==> config.mk <==
export PLATFORM = sky130hd
export DESIGN_NAME = host_irq_ctrl
export DESIGN_NICKNAME = d
export VERILOG_FILES = /design/src/rtl/hirq_pkg.sv /design/src/rtl/hirq_mask_reg.sv /design/src/rtl/hirq_status_bank.sv /design/src/rtl/hirq_out_stage.sv /design/src/rtl/host_irq_ctrl.sv
export SDC_FILE = /design/constraint.sdc
export NUM_CORES = 1
export LEC_CHECK = 0
export ABC_AREA = 0
export ABC_CLOCK_PERIOD_IN_PS = 1500
export BUFFER_PORTS_ARGS = -buffer_cell sky130_fd_sc_hd__buf_2
export CAP_MARGIN = 10
export CORE_MARGIN = 2
export CORE_UTILIZATION = 50
export CTS_CLUSTER_DIAMETER = 200
export DETAILED_ROUTE_END_ITERATION = 8
export PLACE_DENSITY = 0.83
export SLEW_MARGIN = 10
export SYNTH_ARGS = -nofsm -noshare
export SYNTH_HDL_FRONTEND = slang
export SYNTH_SLANG_ARGS = --single-unit
==> constraint.sdc <==
create_clock -name clk -period 1.5 [get_ports clk]
set_input_delay 0.075 -clock clk [delete_from_list [all_inputs] [get_ports clk]]
set_output_delay 0.075 -clock clk [all_outputs]
set_load 0.01 [all_outputs]
==> src/rtl/hirq_pkg.sv <==
`timescale 1ns/1ps
package hirq_pkg;
  localparam int SRC_W_DEF  = 16;
  localparam int ADDR_W_DEF = 3;
  localparam logic [SRC_W_DEF-1:0] MASK_RST_DEF = 16'h0001;

  typedef enum logic [ADDR_W_DEF-1:0] {
    A_MASK  = 3'd0,
    A_MSET  = 3'd1,
    A_MCLR  = 3'd2,
    A_PEEK  = 3'd3,
    A_TAKE  = 3'd4,
    A_ACK   = 3'd5
  } hirq_addr_e;

  localparam int EV_RXB0   = 0;
  localparam int EV_TXDATA = 1;
  localparam int EV_TXXFER = 2;
  localparam int EV_RXB1   = 3;
  localparam int EV_RXXFER = 4;
  localparam int EV_MBOX_A = 5;
  localparam int EV_MBOX_B = 6;
  localparam int EV_WAKE   = 7;
  localparam int EV_TRC_A  = 8;
  localparam int EV_TRC_B  = 9;
  localparam int EV_CMDDN  = 10;
  localparam int EV_INITDN = 14;
endpackage

==> src/rtl/hirq_mask_reg.sv <==
`timescale 1ns/1ps
module hirq_mask_reg #(
  parameter int W = 16,
  parameter logic [W-1:0] RST_VAL = '0
) (
  input  logic         clk,
  input  logic         rst_n,
  input  logic         ld,
  input  logic         set,
  input  logic         clr,
  input  logic [W-1:0] wdata,
  output logic [W-1:0] mask_q
);
  always_ff @(posedge clk or negedge rst_n) begin
    if (!rst_n)   mask_q <= RST_VAL;
    else if (ld)  mask_q <= wdata;
    else if (set) mask_q <= mask_q | wdata;
    else if (clr) mask_q <= mask_q & ~wdata;
  end
endmodule

==> src/rtl/hirq_status_bank.sv <==
`timescale 1ns/1ps
module hirq_status_bank #(
  parameter int W = 16
) (
  input  logic         clk,
  input  logic         rst_n,
  input  logic [W-1:0] src,
  input  logic [W-1:0] ack_bits,
  input  logic         clr_all,
  output logic [W-1:0] stat_q
);
  for (genvar i = 0; i < W; i++) begin : g_bit
    always_ff @(posedge clk or negedge rst_n) begin
      if (!rst_n)                     stat_q[i] <= 1'b0;
      else if (src[i])                stat_q[i] <= 1'b1;
      else if (clr_all || ack_bits[i]) stat_q[i] <= 1'b0;
    end
  end
endmodule

==> src/rtl/hirq_out_stage.sv <==
`timescale 1ns/1ps
module hirq_out_stage #(
  parameter int W = 16
) (
  input  logic         clk,
  input  logic         rst_n,
  input  logic [W-1:0] stat,
  input  logic [W-1:0] mask,
  input  logic         irq_en,
  input  logic         irq_active_low,
  output logic         irq_o
);
  logic pending_q;

  always_ff @(posedge clk or negedge rst_n) begin
    if (!rst_n) pending_q <= 1'b0;
    else        pending_q <= |(stat & ~mask);
  end

  always_comb begin
    if (irq_en) irq_o = pending_q ^ irq_active_low;
    else        irq_o = irq_active_low;
  end
endmodule

==> src/rtl/host_irq_ctrl.sv <==
`timescale 1ns/1ps
module host_irq_ctrl #(
  parameter int SRC_W  = hirq_pkg::SRC_W_DEF,
  parameter int ADDR_W = hirq_pkg::ADDR_W_DEF,
  parameter logic [SRC_W-1:0] MASK_RST = SRC_W'(hirq_pkg::MASK_RST_DEF)
) (
  input  logic              clk,
  input  logic              rst_n,
  input  logic [ADDR_W-1:0] addr,
  input  logic              wr_en,
  input  logic              rd_en,
  input  logic [SRC_W-1:0]  wdata,
  output logic [SRC_W-1:0]  rdata,
  input  logic [SRC_W-1:0]  src_pulse,
  input  logic              irq_en,
  input  logic              irq_active_low,
  output logic              irq_o
);
  localparam logic [ADDR_W-1:0] AD_MASK = ADDR_W'(hirq_pkg::A_MASK);
  localparam logic [ADDR_W-1:0] AD_MSET = ADDR_W'(hirq_pkg::A_MSET);
  localparam logic [ADDR_W-1:0] AD_MCLR = ADDR_W'(hirq_pkg::A_MCLR);
  localparam logic [ADDR_W-1:0] AD_PEEK = ADDR_W'(hirq_pkg::A_PEEK);
  localparam logic [ADDR_W-1:0] AD_TAKE = ADDR_W'(hirq_pkg::A_TAKE);
  localparam logic [ADDR_W-1:0] AD_ACK  = ADDR_W'(hirq_pkg::A_ACK);

  logic [SRC_W-1:0] mask_q;
  logic [SRC_W-1:0] stat_q;
  logic [SRC_W-1:0] ack_bits;
  logic [SRC_W-1:0] rd_mux;
  logic             wr_ld, wr_set, wr_clr, take_rd;

  assign wr_ld    = wr_en && (addr == AD_MASK);
  assign wr_set   = wr_en && (addr == AD_MSET);
  assign wr_clr   = wr_en && (addr == AD_MCLR);
  assign take_rd  = rd_en && (addr == AD_TAKE);
  assign ack_bits = (wr_en && (addr == AD_ACK)) ? wdata : '0;

  hirq_mask_reg #(.W(SRC_W), .RST_VAL(MASK_RST)) u_mask (
    .clk(clk), .rst_n(rst_n), .ld(wr_ld), .set(wr_set), .clr(wr_clr),
    .wdata(wdata), .mask_q(mask_q)
  );

  hirq_status_bank #(.W(SRC_W)) u_stat (
    .clk(clk), .rst_n(rst_n), .src(src_pulse), .ack_bits(ack_bits),
    .clr_all(take_rd), .stat_q(stat_q)
  );

  hirq_out_stage #(.W(SRC_W)) u_out (
    .clk(clk), .rst_n(rst_n), .stat(stat_q), .mask(mask_q),
    .irq_en(irq_en), .irq_active_low(irq_active_low), .irq_o(irq_o)
  );

  always_comb begin
    if (addr == AD_MASK)                         rd_mux = mask_q;
    else if (addr == AD_PEEK || addr == AD_TAKE) rd_mux = stat_q;
    else                                         rd_mux = '0;
  end

  always_ff @(posedge clk or negedge rst_n) begin
    if (!rst_n)     rdata <= '0;
    else if (rd_en) rdata <= rd_mux;
  end
endmodule

==> summary.txt, run 1 <==
Run status
  – Outcome: complete, no violations

Timing
  – Worst hold margin: 9.795 ps
  – Count of final setup violators: 0
  – Max Slew Vio Count: 0
  – Clk_skew: 12.05 ps
  – Slew HR: 70.22%
  – Unrepaired setup endpoints after global routing: false
  – Setup_tns: 0 ps
  – Worst setup margin: 184.3 ps
  – Min cycle time layout: 1316 ps
  – Slew @ Worst Pin: 445.5 ps
  – Max frequency: 760.1 MHz
  – Post-route clock period utilization: 87.71%
  – Final hold violation count: 0

Layout
  – Commonest non-fill, non-tap cell in the layout: buf_2
  – Commonest non-fill, non-tap cells in the layout: 57 x buf_2, 48 x dfrtp_1, 25 x nor2b_1
  – Fill cell count: 368
  – Diode count: 0
  – Total Nets Final: 307
  – Final Util: 65.91%
  – Layout area overhead: 28.96%
  – Layout cell share with drive strength beyond 1: 35.21%
  – Fin cells: 319

Synth
  – Post-synthesis cell count: 186
  – Yosys warns: 0
  – Post-synth top area share: 54.73%
  – Cell Area, Synth: 0.002195 mm2
  – Ranking of synthesized cells by area: dfrtp_1 55%, a221o_1 7.3%, nor2b_1 7.1%, a22o_1 6.4%, a31o_2 6.0%
  – Top cell type by total area after synthesis: dfrtp_1
  – Syn nets: 227
  – Yosys cell types: 25
  – Seq/Total Area, Yosys: 55.93%
  – Mean Syn Cell Area: 11.80 um2
  – Register bit total from synthesis: 49

Critical path
  – Critical path arrival: 1490 ps
  – Worst setup SP type: flop
  – CP endpoint kind: flop
  – Worst-path fanout max: 3
  – Worst Path Required: 1680 ps
  – Critical path type: reg2reg

Clocking
  – H-tree depth: 2
  – Clk buf depth: 2
  – Clk slew on worst S/H paths: 100 ps
  – CTS tree: done
  – # Post-CTS Setup Buffers: 0
  – Root buffer cell: clkbuf_8
  – Total CTS buffers: 5
  – CTS sink count: 49
  – Worst-Skew Late Latency: 310 ps

Power and ir drop
  – Clk network pwr share: 27.1%
  – Pwr Density: 1025 mW/mm2
  – NetSw: 0.8087 mW
  – P_int: 2.092 mW
  – Leakage: 1.256 nW
  – Max IR drop VDD: 494.4 uV
  – Seq pwr share: 54.7%
  – Comb pwr share: 18.2%
  – Switching power share of the total: 27.88%

Global routing
  – Global route total overflow: 0
  – Vias in the first global route: 1949
  – Largest net degree at the start of global routing: 50
  – Initial antenna violation count: 0
  – Tot GR Track Use: 23.59%
  – First-pass GRT wire length: 9052 um

Placed design
  – Placer Congestion: 0.7686
  – Worst slack, placed: 124.6 ps
  – HPWL Detailed: 3613 um
  – I/O Buffers: 57
  – Placed insts: 294

Drt
  – Initial drt markers: 86
  – Routed length per instance: 17.04 um
  – Post-Route WL: 5435 um
  – DR pass1 iterations: 4
  – DRC: 0
  – Total number of vias: 1873
  – Via/cell ratio: 5.871
  – Final antenna-violating net count: 0

Die
  – Die Ht: 70.25 um
  – I/O pin cnt: 58
  – Die width: 70.25 um
  – Floorplan row count: 24
  – Initial Util: 51.11%
  – Core area: 0.004294 mm2
  – DIE AREA: 0.004935 mm2

Worst hold path
  – Worst hold-check path type: in2reg

Flow run
  – MaxCap Viol Count: 0
==> synth_stat cells (all sizes together) <==
master	number
nor2b	25
buf	5
clkbuf	5
nor3b	2
dfrtp	48
dfstp	1
nand4	1
inv	5
a31o	16
nand4bb	1
and2b	3
nor4b	1
nand4b	1
nand2	18
a2111oi	4
xnor2	1
o21ai	16
a22o	16
a221o	16
and4b	1
==> critical path: stages (launching register included) <==
cell	delay (ps)
dfrtp_1	410
nor2b_1	140
a2111oi_1	390
buf_4	170
nand4_1	80
==> layer usage <==
| metal | up-vias | part of all wire [%] | global-route usage (%) |
|---|---|---|---|
| met5 | - | 0 | 0 |
| met4 | 0 | 1.7 | 8.120 |
| met3 | 11 | 6.8 | 5.916 |
| met2 | 77 | 51 | 39.31 |
| met1 | 922 | 41 | 29.96 |
| li1 | 863 | - | - |
==> logic make-up (layout without fill, tap and decap cells) <==
family                 count (synthesis)  after routing  share of synthesized area, %
AO/OA/AOI/OAI                         68             68                         25.31
flip-flops                            49             49                         55.93
buffers and inverters                 15             96                         3.534
XOR/XNOR                               1              1                        0.3992
AND/OR/NAND/NOR                       53             53                         14.82
==> power by group through the flow <==
stage,Sequential [mW],Clock (mW),Combinational (mW)
2_1_floorplan,1.61,0,0.253
3_3_place_gp,1.60,0,0.485
3_5_place_dp,1.61,0,0.496
4_1_cts,1.58,0.793,0.532
5_1_grt,1.61,0.867,0.580
6_report,1.59,0.787,0.529
==> per-stage QoR <==
stage | cell area (um2) | power, mW
2_1_floorplan | 2195 | 1.860
3_3_place_gp | 2566 | 2.087
3_5_place_dp | 2566 | 2.104
4_1_cts | 2828 | 2.908
5_1_grt | 2830 | 3.052
6_report | 2830 | 2.901
==> path summary, 6_finish.rpt <==
kind                                   start               end  slack (ps)  cells past startpoint
hold / removal                     wdata[14]              flop          10                      2
max in group asynchronous              rst_n         async pin         940                      3
setup reg to reg           u_stat.stat_q[15]   u_out.pending_q         180                      4
setup / recovery           u_stat.stat_q[15]   u_out.pending_q         180                      4
hold reg to reg                         flop              flop         530                      1
min in group asynchronous              rst_n  u_stat.stat_q[3]         270                      3
==> cell type report <==
type	instances	area (um2)	area share, %
Clock buffer	5	68.82	2.431
Clock inverter	3	22.52	0.7958
Inverter	5	18.77	0.6631
Multi-Input combinational cell	122	892.1	31.52
Sequential cell	49	1227	43.37
Tap cell	52	65.06	2.299
Timing Repair Buffer	83	535.5	18.92
==> what timing repair did <==
action / 4_1_cts / 5_1_grt
gates resized for setup: 0 / 2
setup endpoints to repair: 0 / 1
hold endpoints to repair: 64 / 0
hold buffers: 17 / 0
(Power assumes the default switching activity.)
==> run 2, diff against run 1 <==
Settings changed: CORE_UTILIZATION 50 to 52, PLACE_DENSITY 0.83 to 0.86.
==> summary.txt, run 2 (same netlist as run 1, synthesis figures left out) <==
Critical path
  – Slowest-stage cell, CP: dfstp_2 (was dfrtp_1)
  – Critical path type: reg2reg (unchanged)
  – CP cell instances: nor2b_1, a2111oi_0, nand4_1 (was nor2b_1, a2111oi_1, buf_4, nand4_1)
  – Worst setup SP type: flop (unchanged)
  – Worst Path Required: 1660 ps (was 1680 ps)
  – Worst-path fanout max: 3 (unchanged)
  – CP max stage delay: 560 ps (was 410 ps)
  – CP endpoint kind: flop (unchanged)
  – Critical path arrival: 1540 ps (was 1490 ps)

Clocking
  – CTS tree: done (unchanged)
  – CTS sink count: 49 (unchanged)
  – Clk slew on worst S/H paths: 90 ps (was 100 ps)
  – Worst-Skew Late Latency: 300 ps (was 310 ps)
  – Clk buf depth: 2 (unchanged)
  – H-tree depth: 2 (unchanged)
  – Root buffer cell: clkbuf_8 (unchanged)
  – Total CTS buffers: 5 (unchanged)
  – PostCTS Resize Cnt: 0 (unchanged)

Global routing
  – First-pass GRT wire length: 8549 um (was 9052 um)
  – Tot GR Track Use: 25.25% (was 23.59%)
  – Vias in the first global route: 1750 (was 1949)
  – Global route total overflow: 0 (unchanged)
  – Largest net degree at the start of global routing: 24 (was 50)
  – Initial antenna violation count: 0 (unchanged)

Die
  – Die width: 68.97 um (was 70.25 um)
  – Initial Util: 54.47% (was 51.11%)
  – DIE AREA: 0.004756 mm2 (was 0.004935 mm2)
  – Die Ht: 68.97 um (was 70.25 um)
  – Core area: 0.004029 mm2 (was 0.004294 mm2)
  – Floorplan row count: 23 (was 24)
  – I/O pin cnt: 58 (unchanged)

Timing
  – Slew @ Worst Pin: 565.7 ps (was 445.5 ps)
  – Clk_skew: 5.870 ps (was 12.05 ps)
  – Min cycle time layout: 1376 ps (was 1316 ps)
  – Setup_tns: 0 ps (unchanged)
  – Max frequency: 726.9 MHz (was 760.1 MHz)
  – Slew HR: 61.31% (was 70.22%)
  – Worst hold margin: 20.86 ps (was 9.795 ps)
  – Max Slew Vio Count: 0 (unchanged)
  – Count of final setup violators: 0 (unchanged)
  – Unrepaired setup endpoints after global routing: false (unchanged)
  – Final hold violation count: 0 (unchanged)
  – Post-route clock period utilization: 91.71% (was 87.71%)

Drt
  – Total number of vias: 1891 (was 1873)
  – Routed length per instance: 17.64 um (was 17.04 um)
  – Final antenna-violating net count: 0 (unchanged)
  – Post-Route WL: 5627 um (was 5435 um)
  – Via/cell ratio: 5.928 (was 5.871)
  – DR pass1 iterations: 4 (unchanged)
  – DRC: 0 (unchanged)
  – Initial drt markers: 148 (was 86)

Power and ir drop
  – Total chip power: 2.917 mW (was 2.901 mW)
  – Max IR drop VDD: 593.0 uV (was 494.4 uV)
  – Pwr Density: 1027 mW/mm2 (was 1025 mW/mm2)
  – Leakage: 1.274 nW (was 1.256 nW)

Layout
  – Commonest non-fill, non-tap cells in the layout: 57 x buf_2, 48 x dfrtp_1, 25 x nor2b_1 (unchanged)
  – Layout cell share with drive strength beyond 1: 34.94% (was 35.21%)
  – Total Nets Final: 309 (was 307)
  – Commonest non-fill, non-tap cell in the layout: buf_2 (unchanged)
  – Layout area overhead: 29.36% (was 28.96%)
  – Fill cell count: 312 (was 368)
  – Diode count: 0 (unchanged)

Placed design
  – HPWL Detailed: 3767 um (was 3613 um)
  – Placer Congestion: 0.8304 (was 0.7686)
  – I/O Buffers: 57 (unchanged)

Flow run
  – MaxCap Viol Count: 0 (unchanged)

Worst hold path
  – Worst hold-check path type: in2reg (unchanged)

Run status
  – Outcome: complete, no violations (unchanged)
## run 2: changes by cell type in the layout (fill, tap and decap cells not counted), sizes merged
cell	delta
clkinvlp	-3
clkbuf	+3
buf	+2
## run 2: power breakdown
group | switching, mW | leakage [nW] | total [mW] | internal [mW]
sequential | 0.112 | 0.558 | 1.59 | 1.48
clock | 0.416 | 0.0455 | 0.793 | 0.377
combinational | 0.246 | 0.670 | 0.537 | 0.291
total | 0.774 | 1.27 | 2.92 | 2.14
## run 2: layout make-up
| type | instances | area [um2] | share of cell area, % |
|---|---|---|---|
| Clock buffer | 8 | 90.09 | 3.173 |
| Inverter | 5 | 18.77 | 0.6611 |
| Multi-Input combinational cell | 122 | 889.6 | 31.34 |
| Sequential cell | 49 | 1227 | 43.24 |
| Tap cell | 50 | 62.56 | 2.204 |
| Timing Repair Buffer | 85 | 550.5 | 19.39 |
## run 2: through the flow
step | worst slack, ps | util (%) | instance area [um2] | std cells
after floorplan | 342.3 | - | 2195 | 186
after global placement | 211.8 | 64.01 | 2579 | 294
after detailed placement | 155.6 | 64.01 | 2579 | 294
after CTS | 142.6 | 70.47 | 2839 | 319
after global routing | 34.75 | 70.47 | 2839 | 319
final | 124.3 | 70.47 | 2839 | 319
## run 2: critical path: cells and delay by family (launching register included)
family / cells / cell delay, ps
simple gates: 2 / 190
flops: 1 / 560
compound gates: 1 / 490
## run 2: path summary, 6_finish.rpt
kind	depth (start not counted)	startpoint	endpoint	slack (ps)
max	3	flop	u_out.pending_q	120
min	2	wdata[2]	flop	20
max reg2reg	3	flop	u_out.pending_q	120
min reg2reg	1	flop	flop	540
max in group asynchronous	3	rst_n	rdata[0]	690
min in group asynchronous	2	rst_n	rdata[9]	280
## run 2: routing by layer
metal	track usage [%]	wire, um
met1	32.69	2323
met2	42.31	2776
met3	4.058	457
met4	10.29	69
met5	0	0
## run 2: repair_timing
action | 4_1_cts | 5_1_grt
setup buffers | 0 | 0
endpoints found under the hold margin | 36 | 0
hold buffers | 17 | 0
